==> src/rtl/gpio_edge_pkg.sv <==
package gpio_edge_pkg;

    localparam int ADDR_W = 3;

    // Register map; the bench and software depend on these values.
    typedef enum logic [ADDR_W-1:0] {
        RA_DIR     = 3'd0,
        RA_DOUT    = 3'd1,
        RA_DIN     = 3'd2,
        RA_RISE_EN = 3'd3,
        RA_FALL_EN = 3'd4,
        RA_RISE_ST = 3'd5,
        RA_FALL_ST = 3'd6,
        RA_NONE    = 3'd7
    } reg_addr_e;

    // Per-pin transition event after synchronization.
    typedef struct packed {
        logic rise;
        logic fall;
    } edge_evt_t;

endpackage

==> src/rtl/gpio_lane_swap.sv <==
module gpio_lane_swap #(
    parameter int WIDTH = 16
) (
    input  logic [WIDTH-1:0] din,
    output logic [WIDTH-1:0] dout
);
    localparam int NBYTES = WIDTH / 8;

    for (genvar b = 0; b < NBYTES; b++) begin : g_byte
        assign dout[b*8 +: 8] = din[(NBYTES-1-b)*8 +: 8];
    end
endmodule

==> src/rtl/gpio_sync_edge.sv <==
module gpio_sync_edge
    import gpio_edge_pkg::*;
#(
    parameter int WIDTH = 16
) (
    input  logic                  clk,
    input  logic                  rst,
    input  logic [WIDTH-1:0]      pin_in,
    output logic [WIDTH-1:0]      level,
    output edge_evt_t [WIDTH-1:0] evt
);
    for (genvar i = 0; i < WIDTH; i++) begin : g_bit
        logic meta_q, sync_q, prev_q;

        always_ff @(posedge clk) begin
            if (rst) begin
                meta_q <= 1'b0;
                sync_q <= 1'b0;
                prev_q <= 1'b0;
            end else begin
                meta_q <= pin_in[i];
                sync_q <= meta_q;
                prev_q <= sync_q;
            end
        end

        assign level[i]    = sync_q;
        assign evt[i].rise = sync_q & ~prev_q;
        assign evt[i].fall = ~sync_q & prev_q;
    end
endmodule

==> src/rtl/gpio_sticky_status.sv <==
module gpio_sticky_status #(
    parameter int WIDTH = 16
) (
    input  logic             clk,
    input  logic             rst,
    input  logic [WIDTH-1:0] hit,
    input  logic [WIDTH-1:0] enable,
    input  logic             clr_we,
    input  logic [WIDTH-1:0] clr_mask,
    output logic [WIDTH-1:0] status
);
    logic [WIDTH-1:0] clr_eff;
    logic [WIDTH-1:0] set_eff;

    always_comb begin
        clr_eff = clr_we ? clr_mask : '0;
        set_eff = hit & enable;
    end

    // A new event takes priority over a simultaneous clear.
    always_ff @(posedge clk) begin
        if (rst) status <= '0;
        else     status <= (status & ~clr_eff) | set_eff;
    end
endmodule

==> src/rtl/gpio_edge_port.sv <==
module gpio_edge_port
    import gpio_edge_pkg::*;
#(
    parameter int WIDTH = 16
) (
    input  logic              clk,
    input  logic              rst,
    input  logic              bus_we,
    input  logic [ADDR_W-1:0] bus_addr,
    input  logic [WIDTH-1:0]  bus_wdata,
    output logic [WIDTH-1:0]  bus_rdata,
    input  logic [WIDTH-1:0]  pin_in,
    output logic [WIDTH-1:0]  pin_out,
    output logic [WIDTH-1:0]  pin_oe,
    output logic              irq
);
    logic [WIDTH-1:0] wr_val;
    logic [WIDTH-1:0] rd_val;
    logic [WIDTH-1:0] dir_q, dout_q, rise_en_q, fall_en_q;
    logic [WIDTH-1:0] din_lvl, rise_hit, fall_hit;
    logic [WIDTH-1:0] rise_st, fall_st;
    edge_evt_t [WIDTH-1:0] evt;
    logic irq_q;
    reg_addr_e addr_e;

    assign addr_e = reg_addr_e'(bus_addr);

    gpio_lane_swap #(.WIDTH(WIDTH)) u_wswap (.din(bus_wdata), .dout(wr_val));
    gpio_lane_swap #(.WIDTH(WIDTH)) u_rswap (.din(rd_val),    .dout(bus_rdata));

    gpio_sync_edge #(.WIDTH(WIDTH)) u_sync (
        .clk(clk), .rst(rst), .pin_in(pin_in), .level(din_lvl), .evt(evt)
    );

    for (genvar i = 0; i < WIDTH; i++) begin : g_split
        assign rise_hit[i] = evt[i].rise;
        assign fall_hit[i] = evt[i].fall;
    end

    gpio_sticky_status #(.WIDTH(WIDTH)) u_rise_st (
        .clk(clk), .rst(rst), .hit(rise_hit), .enable(rise_en_q),
        .clr_we(bus_we && addr_e == RA_RISE_ST), .clr_mask(wr_val),
        .status(rise_st)
    );

    gpio_sticky_status #(.WIDTH(WIDTH)) u_fall_st (
        .clk(clk), .rst(rst), .hit(fall_hit), .enable(fall_en_q),
        .clr_we(bus_we && addr_e == RA_FALL_ST), .clr_mask(wr_val),
        .status(fall_st)
    );

    always_ff @(posedge clk) begin
        if (rst) begin
            dir_q     <= '0;
            dout_q    <= '0;
            rise_en_q <= '0;
            fall_en_q <= '0;
        end else if (bus_we) begin
            case (addr_e)
                RA_DIR:     dir_q     <= wr_val;
                RA_DOUT:    dout_q    <= wr_val;
                RA_RISE_EN: rise_en_q <= wr_val;
                RA_FALL_EN: fall_en_q <= wr_val;
                default: ;
            endcase
        end
    end

    always_comb begin
        case (addr_e)
            RA_DIR:     rd_val = dir_q;
            RA_DOUT:    rd_val = dout_q;
            RA_DIN:     rd_val = din_lvl;
            RA_RISE_EN: rd_val = rise_en_q;
            RA_FALL_EN: rd_val = fall_en_q;
            RA_RISE_ST: rd_val = rise_st;
            RA_FALL_ST: rd_val = fall_st;
            default:    rd_val = '0;
        endcase
    end

    always_ff @(posedge clk) begin
        if (rst) irq_q <= 1'b0;
        else     irq_q <= |((rise_st & rise_en_q) | (fall_st & fall_en_q));
    end

    assign irq     = irq_q;
    assign pin_out = dout_q;
    assign pin_oe  = dir_q;
endmodule

==> config.mk <==
export PLATFORM = sky130hd
export DESIGN_NAME = gpio_edge_port
export DESIGN_NICKNAME = d
export VERILOG_FILES = /design/src/rtl/gpio_edge_pkg.sv /design/src/rtl/gpio_lane_swap.sv /design/src/rtl/gpio_sync_edge.sv /design/src/rtl/gpio_sticky_status.sv /design/src/rtl/gpio_edge_port.sv
export SDC_FILE = /design/constraint.sdc
export NUM_CORES = 1
export LEC_CHECK = 0
export BUFFER_PORTS_ARGS = -buffer_cell sky130_fd_sc_hd__buf_4
export CORE_MARGIN = 3
export CORE_UTILIZATION = 51
export DETAILED_ROUTE_END_ITERATION = 8
export GPL_TIMING_DRIVEN = 0
export PLACE_DENSITY = 0.73
export SLEW_MARGIN = 20
export SYNTH_ARGS = -nofsm -noshare
export SYNTH_HDL_FRONTEND = slang
export SYNTH_SLANG_ARGS = --single-unit
==> constraint.sdc <==
create_clock -name clk -period 5.67 [get_ports clk]
set_clock_uncertainty 0.15 [all_clocks]
set_input_delay 1.701 -clock clk [delete_from_list [all_inputs] [get_ports clk]]
set_output_delay 1.701 -clock clk [all_outputs]
set_load 0.03 [all_outputs]
==> metrics.txt, run 1 <==
final hold violations 0; DR WL/cell between 15 and 20 microns; routed wire length 19.2 mm; Setup-failing EPs final 0; Non-Filler Cell Area, Final roughly 7200 sq um; Setup CP Type in2out; sum of negative setup slack 0 ps; Top Metal Used met4; critical path fanouts, max 10; # IOs 87; critical path arrival between 3000 and 4000 ps; final core utilization 66.0%; GRT Util Overall a little under a third; final count of pins violating max slew 0; sw power ~560 uW; clk_lat worst skew 420 ps; routed vias about 5,700; Vias/cell between 5 and 6; Worst-path clk slew approximately 60 ps; fin crit share slightly above 90%; first-pass GRT wire length just under 30 mm; logic gate share of total power around 7.0%; half-perimeter wire length after placement 14.2 mm; Int Pwr between 1500 and 2000 uW; Fmax around 190 MHz; Iteration-0 DRC Markers slightly below 900; mean post-synth cell area 8.15 sq um; FF+latch count, synth 145; Num Clock Sinks around 150; Pwr Density between 300 and 400 nW/um^2; RSZ-0062 raised after global routing no; crit end category primary output; Rel. slew slack a little under half; status completed; Initial Util 53.0%; gpl congestion approximately 1.0; Synth-to-Final Area Change 24.5%; clock root buffer master clkbuf_16; TritonCTS buffer count 17; vias in the first global route 5,266; First-pass DRT Iterations 5; post-CTS sizing 0; routed wl met2 approximately 8.7 mm; Hold WC Path Type reg2reg; CP required about 3800 ps; VDD IR-drop max between 0.0003 and 0.0004 V; core footprint around 11,000 sq um; CTS Buffer Depth 2; Rows 38; switching part of the total around 23%; part of the power in registers roughly 44%; Clk network pwr share approximately half; metal3 WL between 1.5 and 2 mm; Post-DP Area between 6000 and 7000 sq um; fin crit period 5210 ps; register area 2900 sq um; Cells after DPL approximately 940; fin nets between 800 and 900; Syn Inst Count just over 700; post-CTS setup buffer count 0; CTS tree built; Post-Layout Cell Count roughly 970; startpoint types primary input; CTS hold repair buffers 0; die footprint 12,700 sq um; sequential share of the synthesized area around 50%; area of the multi-input gates 2590 sq um; syn_nets around 750; Met1 Routed Length a little over 8 mm; die width approximately 110 microns; MaxCap Viol Count 0; Leakage 0.00273 uW; Remaining Overflow, GRT 0; Remaining DRCs 0; Die Ht between 100 and 150 microns; initial antenna violation count 0; antenna cell count 0; Antenna Nets Post-Route 0; layout cells sized above 1 between 10% and 20%; warnings from Yosys 0; Port Buffers 83; Least-Margin Pin Slew about 800 ps; H-tree Lvls 4; synthesized cell area about 5800 sq um; post-synth cell types 29; Fill cells roughly 940; largest net degree at the start of global routing 17
==> cells in the final DEF (no fill, tap or decap), types with 3 or more instances in the layout <==
cell and count:
nand2_1 193, dfxtp_1 145, buf_4 96, a21oi_1 80, nor2_1 66, a22oi_1 59
nor2b_1 34, clkbuf_1 22, clkbuf_16 17, o21ai_0 16, inv_1 16, a32oi_1 16
o221ai_1 13, buf_2 7, mux2_2 5, and2_1 4, clkbuf_2 4, nand4_1 4
clkinv_2 4, bufinv_16 4, buf_1 3
==> sequential cells by signal, summed over array words and instances (netlist names), 16 cells and up <==
register and count:
pin_out 16, u_sync.g_bit.sync_q 16, fall_en_q 16, u_rise_st.status 16
u_sync.g_bit.meta_q 16, u_sync.g_bit.prev_q 16, rise_en_q 16, pin_oe 16
u_fall_st.status 16
==> through the flow <==
step / hold WS [ps] / setup WS, ps / power, uW
after floorplan: 264 / 826 / 1170
after global placement: 268 / 565 / 1240
after detailed placement: 275 / 511 / 1250
after CTS: 286 / 514 / 2410
after global routing: 306 / 383 / 2480
final: 284 / 457 / 2410
==> final timing paths <==
check	start	endpoint	slack, ps	cells after the start
hold reg to reg	u_sync.g_bit[0].meta_q$_SDFF_PP0_	u_sync.g_bit[0].sync_q$_SDFF_PP0_	280	1
setup / recovery	bus_addr[2]	bus_rdata[8]	460	7
setup reg to reg	fall_en_q[13]$_SDFFE_PP0P_	irq$_SDFF_PP0_	4220	4
hold / removal	u_sync.g_bit[0].meta_q$_SDFF_PP0_	u_sync.g_bit[0].sync_q$_SDFF_PP0_	280	1
==> cells in the mapped netlist <==
cell | n | area, sq um
nor4_1 | 1 | 6.26
buf_1 | 3 | 11.3
a22oi_1 | 59 | 443
nor2b_2 | 1 | 8.76
o21ai_0 | 16 | 80.1
nand3b_1 | 1 | 7.51
and3b_1 | 2 | 17.5
and2b_1 | 1 | 7.51
nor2_1 | 66 | 248
nand2_1 | 193 | 724
mux2_2 | 5 | 56.3
nor2b_1 | 34 | 213
a32oi_1 | 16 | 140
buf_6 | 2 | 22.5
nor2_2 | 1 | 6.26
inv_1 | 16 | 60.1
nand4_1 | 4 | 25.0
buf_2 | 7 | 35.0
o221ai_1 | 13 | 114
mux4_2 | 1 | 22.5
dfxtp_1 | 145 | 2900
a2bb2oi_1 | 2 | 17.5
clkbuf_1 | 21 | 78.8
mux2i_1 | 1 | 10.0
and2_1 | 4 | 25.0
and4b_1 | 2 | 20.0
a21oi_1 | 80 | 400
buf_4 | 13 | 97.6
clkbuf_2 | 4 | 20.0
==> cell families (layout without fill, tap and decap cells) <==
| logic type | after synthesis | in the layout | share of synthesized area, % |
|---|---|---|---|
| compound gates | 186 | 186 | 20.5 |
| simple gates | 310 | 310 | 22.5 |
| mux | 7 | 7 | 1.53 |
| buf+inv | 66 | 181 | 5.59 |
| flops | 145 | 145 | 49.9 |
==> critical path: stages <==
cell      delay (ps)
buf_4             90
buf_4            180
clkbuf_1         470
o21ai_0          300
a22oi_1          220
o221ai_1         180
buf_4            210
==> power by group through the flow <==
stage | sequential [uW] | clock [uW] | combinational [uW]
floorplan | 1090 | 0 | 81.6
global placement | 1080 | 0 | 161
detailed placement | 1080 | 0 | 164
CTS | 1060 | 1190 | 165
global route | 1060 | 1240 | 180
finish | 1060 | 1180 | 168
==> routing by layer <==
layer / vias to the layer above / GRT usage (%)
met5: - / 0
met4: 0 / 11.9
met3: 43 / 8.77
met2: 320 / 47.3
met1: 2675 / 40.9
li1: 2645 / -
==> cell type report <==
cell class	instances	share of cell area (%)
timing repair buffer	83	8.60
clock inverter	13	2.52
inverter	16	0.829
multi-input combinational	503	35.8
clock buffer	19	6.11
tap	140	2.42
buffer	50	3.66
sequential	145	40.1
Note: power is estimated with default switching activity, not from simulation.
==> run 2: changes to the inputs <==
--- a/config.mk
+++ b/config.mk
@@ -9,7 +9,6 @@
 export CORE_MARGIN = 3
 export CORE_UTILIZATION = 51
 export DETAILED_ROUTE_END_ITERATION = 8
-export GPL_TIMING_DRIVEN = 0
 export PLACE_DENSITY = 0.73
 export SLEW_MARGIN = 20
 export SYNTH_ARGS = -nofsm -noshare
==> run 2 against run 1 <==
Against the previous run: critical path depth down 1; die area did not move; combinational power shrank 12%; setup slack better by 87 ps; worst hold slack got worse by 7.8 ps; global-route usage down 2.9 points; clock-buffer cell count unchanged; total power fell by 3.3%; utilization down 2.3 points; routed wire length is 11% lower; maximum frequency grew 1.7%; critical endpoint unchanged; largest cell class unchanged; highest routed layer unchanged.
==> metrics.txt, run 2 (synthesis results as in run 1) <==
status completed; RSZ-0062 raised after global routing no; first-pass GRT wire length 27.5 mm (-6.7%); Port Buffers 86 (+3.6%); Remaining Overflow, GRT 0 (unchanged); Hold Worst Slack 276 ps (-7.84 ps); Antenna Nets Post-Route 0 (unchanged); die footprint 12,700 sq um (unchanged); crit end category primary output; Rows 38 (unchanged); GR peak layer met2; critical path fanouts, max 40 (+30); Fmax 195 MHz (+1.7%); R2R Path End irq$_SDFF_PP0_; CTS tree built; Worst Setup EP bus_rdata[8]; Die Ht 113 microns (unchanged); final count of pins violating max slew 0 (unchanged); Least-Margin Pin Slew 874 ps (+77.2 ps); final hold violations 0 (unchanged); worst reg2reg path depth 4 (unchanged); CP required 3820 ps (about the same); Cells after DPL 894 (-4.6%); half-perimeter wire length after placement 12.0 mm (-16%); critical path arrival 3280 ps (-80 ps); fin nets 811 (-5.0%); Non-Filler Cell Area, Final 7000 sq um (-3.4%); H-tree Lvls 4 (unchanged); Vias/cell 5.92 (+1.0%); CTS Buffer Depth 2 (unchanged); routed vias 5,479 (-3.6%); gpl congestion 0.930 (-10%); worst slack, placed 564 ps (+52.9 ps); Initial Util 53.0% (unchanged); die width 113 microns (unchanged); # IOs 87 (unchanged); Post-Layout Cell Count 925 (-4.5%); clk_lat worst skew 430 ps (about the same); TritonCTS buffer count 17 (unchanged); clock root buffer master clkbuf_16; Post-DP Area 6410 sq um (-3.2%); reg2reg start fall_en_q[13]$_SDFFE_PP0P_; Hold Path Depth 1 (unchanged); Setup CP Type in2out; startpoint types primary input; Rel. slew slack 41.7% (-5.2 points); r2r setup slk 4180 ps (-40 ps); Leakage 0.00258 uW (-5.5%); Pwr Density 332 nW/um^2 (+0.12%); Setup-failing EPs final 0 (unchanged); fin crit period 5130 ps (-86.6 ps); Worst Setup SP bus_addr[2]; antenna cell count 0 (unchanged); sum of negative setup slack 0 ps (unchanged); vias in the first global route 5,113 (-2.9%); MaxCap Viol Count 0 (unchanged); routed wire length 17.1 mm (-11%); M1 GR Usage 39.5% (-1.5 points); GRT Util Overall 27.8% (-2.9 points); VDD IR-drop max 0.000263 V (-34%); grt met3 use 6.10% (-2.7 points); post-CTS setup buffer count 0 (unchanged); fin crit share 90.4% (-1.5 points); post-CTS sizing 0 (unchanged); Num Clock Sinks 145 (unchanged); Worst-path clk slew 60 ps (about the same); Synth-to-Final Area Change 20.2%; Hold WC Path Type reg2reg; commonest non-fill, non-tap cell in the layout nand2_1; Remaining DRCs 0 (unchanged); Iteration-0 DRC Markers 742 (-16%); final setup margin 543 ps (+86.6 ps); initial antenna violation count 0 (unchanged); DR WL/cell 18.5 microns (-6.6%); grt met2 use 40.3% (-7.0 points); core footprint 11,000 sq um (unchanged); First-pass DRT Iterations 6 (+1); most frequent cells in the layout 193 x nand2_1, 145 x dfxtp_1, 90 x buf_4, 80 x a21oi_1, 66 x nor2_1; layout cells sized above 1 16.2% (-1.7 points); largest net degree at the start of global routing 75 (+58); CTS hold repair buffers 0 (unchanged)
-- run 2: cell types whose count changed in the layout (fill, tap and decap cells not counted), sizes merged --
| cell | previous run | this run |
|---|---|---|
| clkbuf | 44 | 19 |
| buf | 108 | 90 |
| clkinv | 6 | 4 |
| clkinvlp | 1 | 3 |
| bufinv | 4 | 3 |
-- run 2: layout make-up --
type / count / area, sq um
multi-input cells: 503 / 2590
inverters: 16 / 60.1
clock buffers: 19 / 433
clock inverters: 12 / 158
repair buffers: 90 / 676
well taps: 140 / 175
flip-flops and latches: 145 / 2900
fillers: 932 / 3990
-- run 2: per-layer routing --
metal | wire (microns) | vias to the layer above
met3 | 1800 | 60
met1 | 7430 | 2523
met2 | 7370 | 332
met4 | 520 | 0
met5 | 0 | -
li1 | - | 2564
-- run 2: where the power goes --
group | switching (uW) | total (uW) | internal (uW) | leakage, uW
clock | 426 | 1120 | 691 | 0.000280
combinational | 95.8 | 147 | 50.9 | 0.00112
sequential | 19.2 | 1060 | 1040 | 0.00118
-- run 2: through the flow --
step	total power (uW)	util, %
after global routing	2400	63.7
after detailed placement	1230	58.3
after global placement	1220	58.3
after CTS	2340	63.7
final	2330	63.7
after floorplan	1170	-
-- run 2: worst min path at each step --
stage                                                  start                                  to  slack (ps)
after floorplan            u_sync.g_bit[0].meta_q$_SDFF_PP0_   u_sync.g_bit[0].sync_q$_SDFF_PP0_         260
after global placement     u_sync.g_bit[0].meta_q$_SDFF_PP0_   u_sync.g_bit[0].sync_q$_SDFF_PP0_         270
after detailed placement  u_sync.g_bit[14].meta_q$_SDFF_PP0_  u_sync.g_bit[14].sync_q$_SDFF_PP0_         270
after CTS                 u_sync.g_bit[14].meta_q$_SDFF_PP0_  u_sync.g_bit[14].sync_q$_SDFF_PP0_         290
after global routing      u_sync.g_bit[14].meta_q$_SDFF_PP0_  u_sync.g_bit[14].sync_q$_SDFF_PP0_         300
final                      u_sync.g_bit[9].meta_q$_SDFF_PP0_   u_sync.g_bit[9].sync_q$_SDFF_PP0_         280
-- run 2: critical path, cell delays in order --
cell      delay (ps)
buf_4            340
nor2b_2          290
and2_1           450
a22oi_1          150
o221ai_1         130
buf_4            210
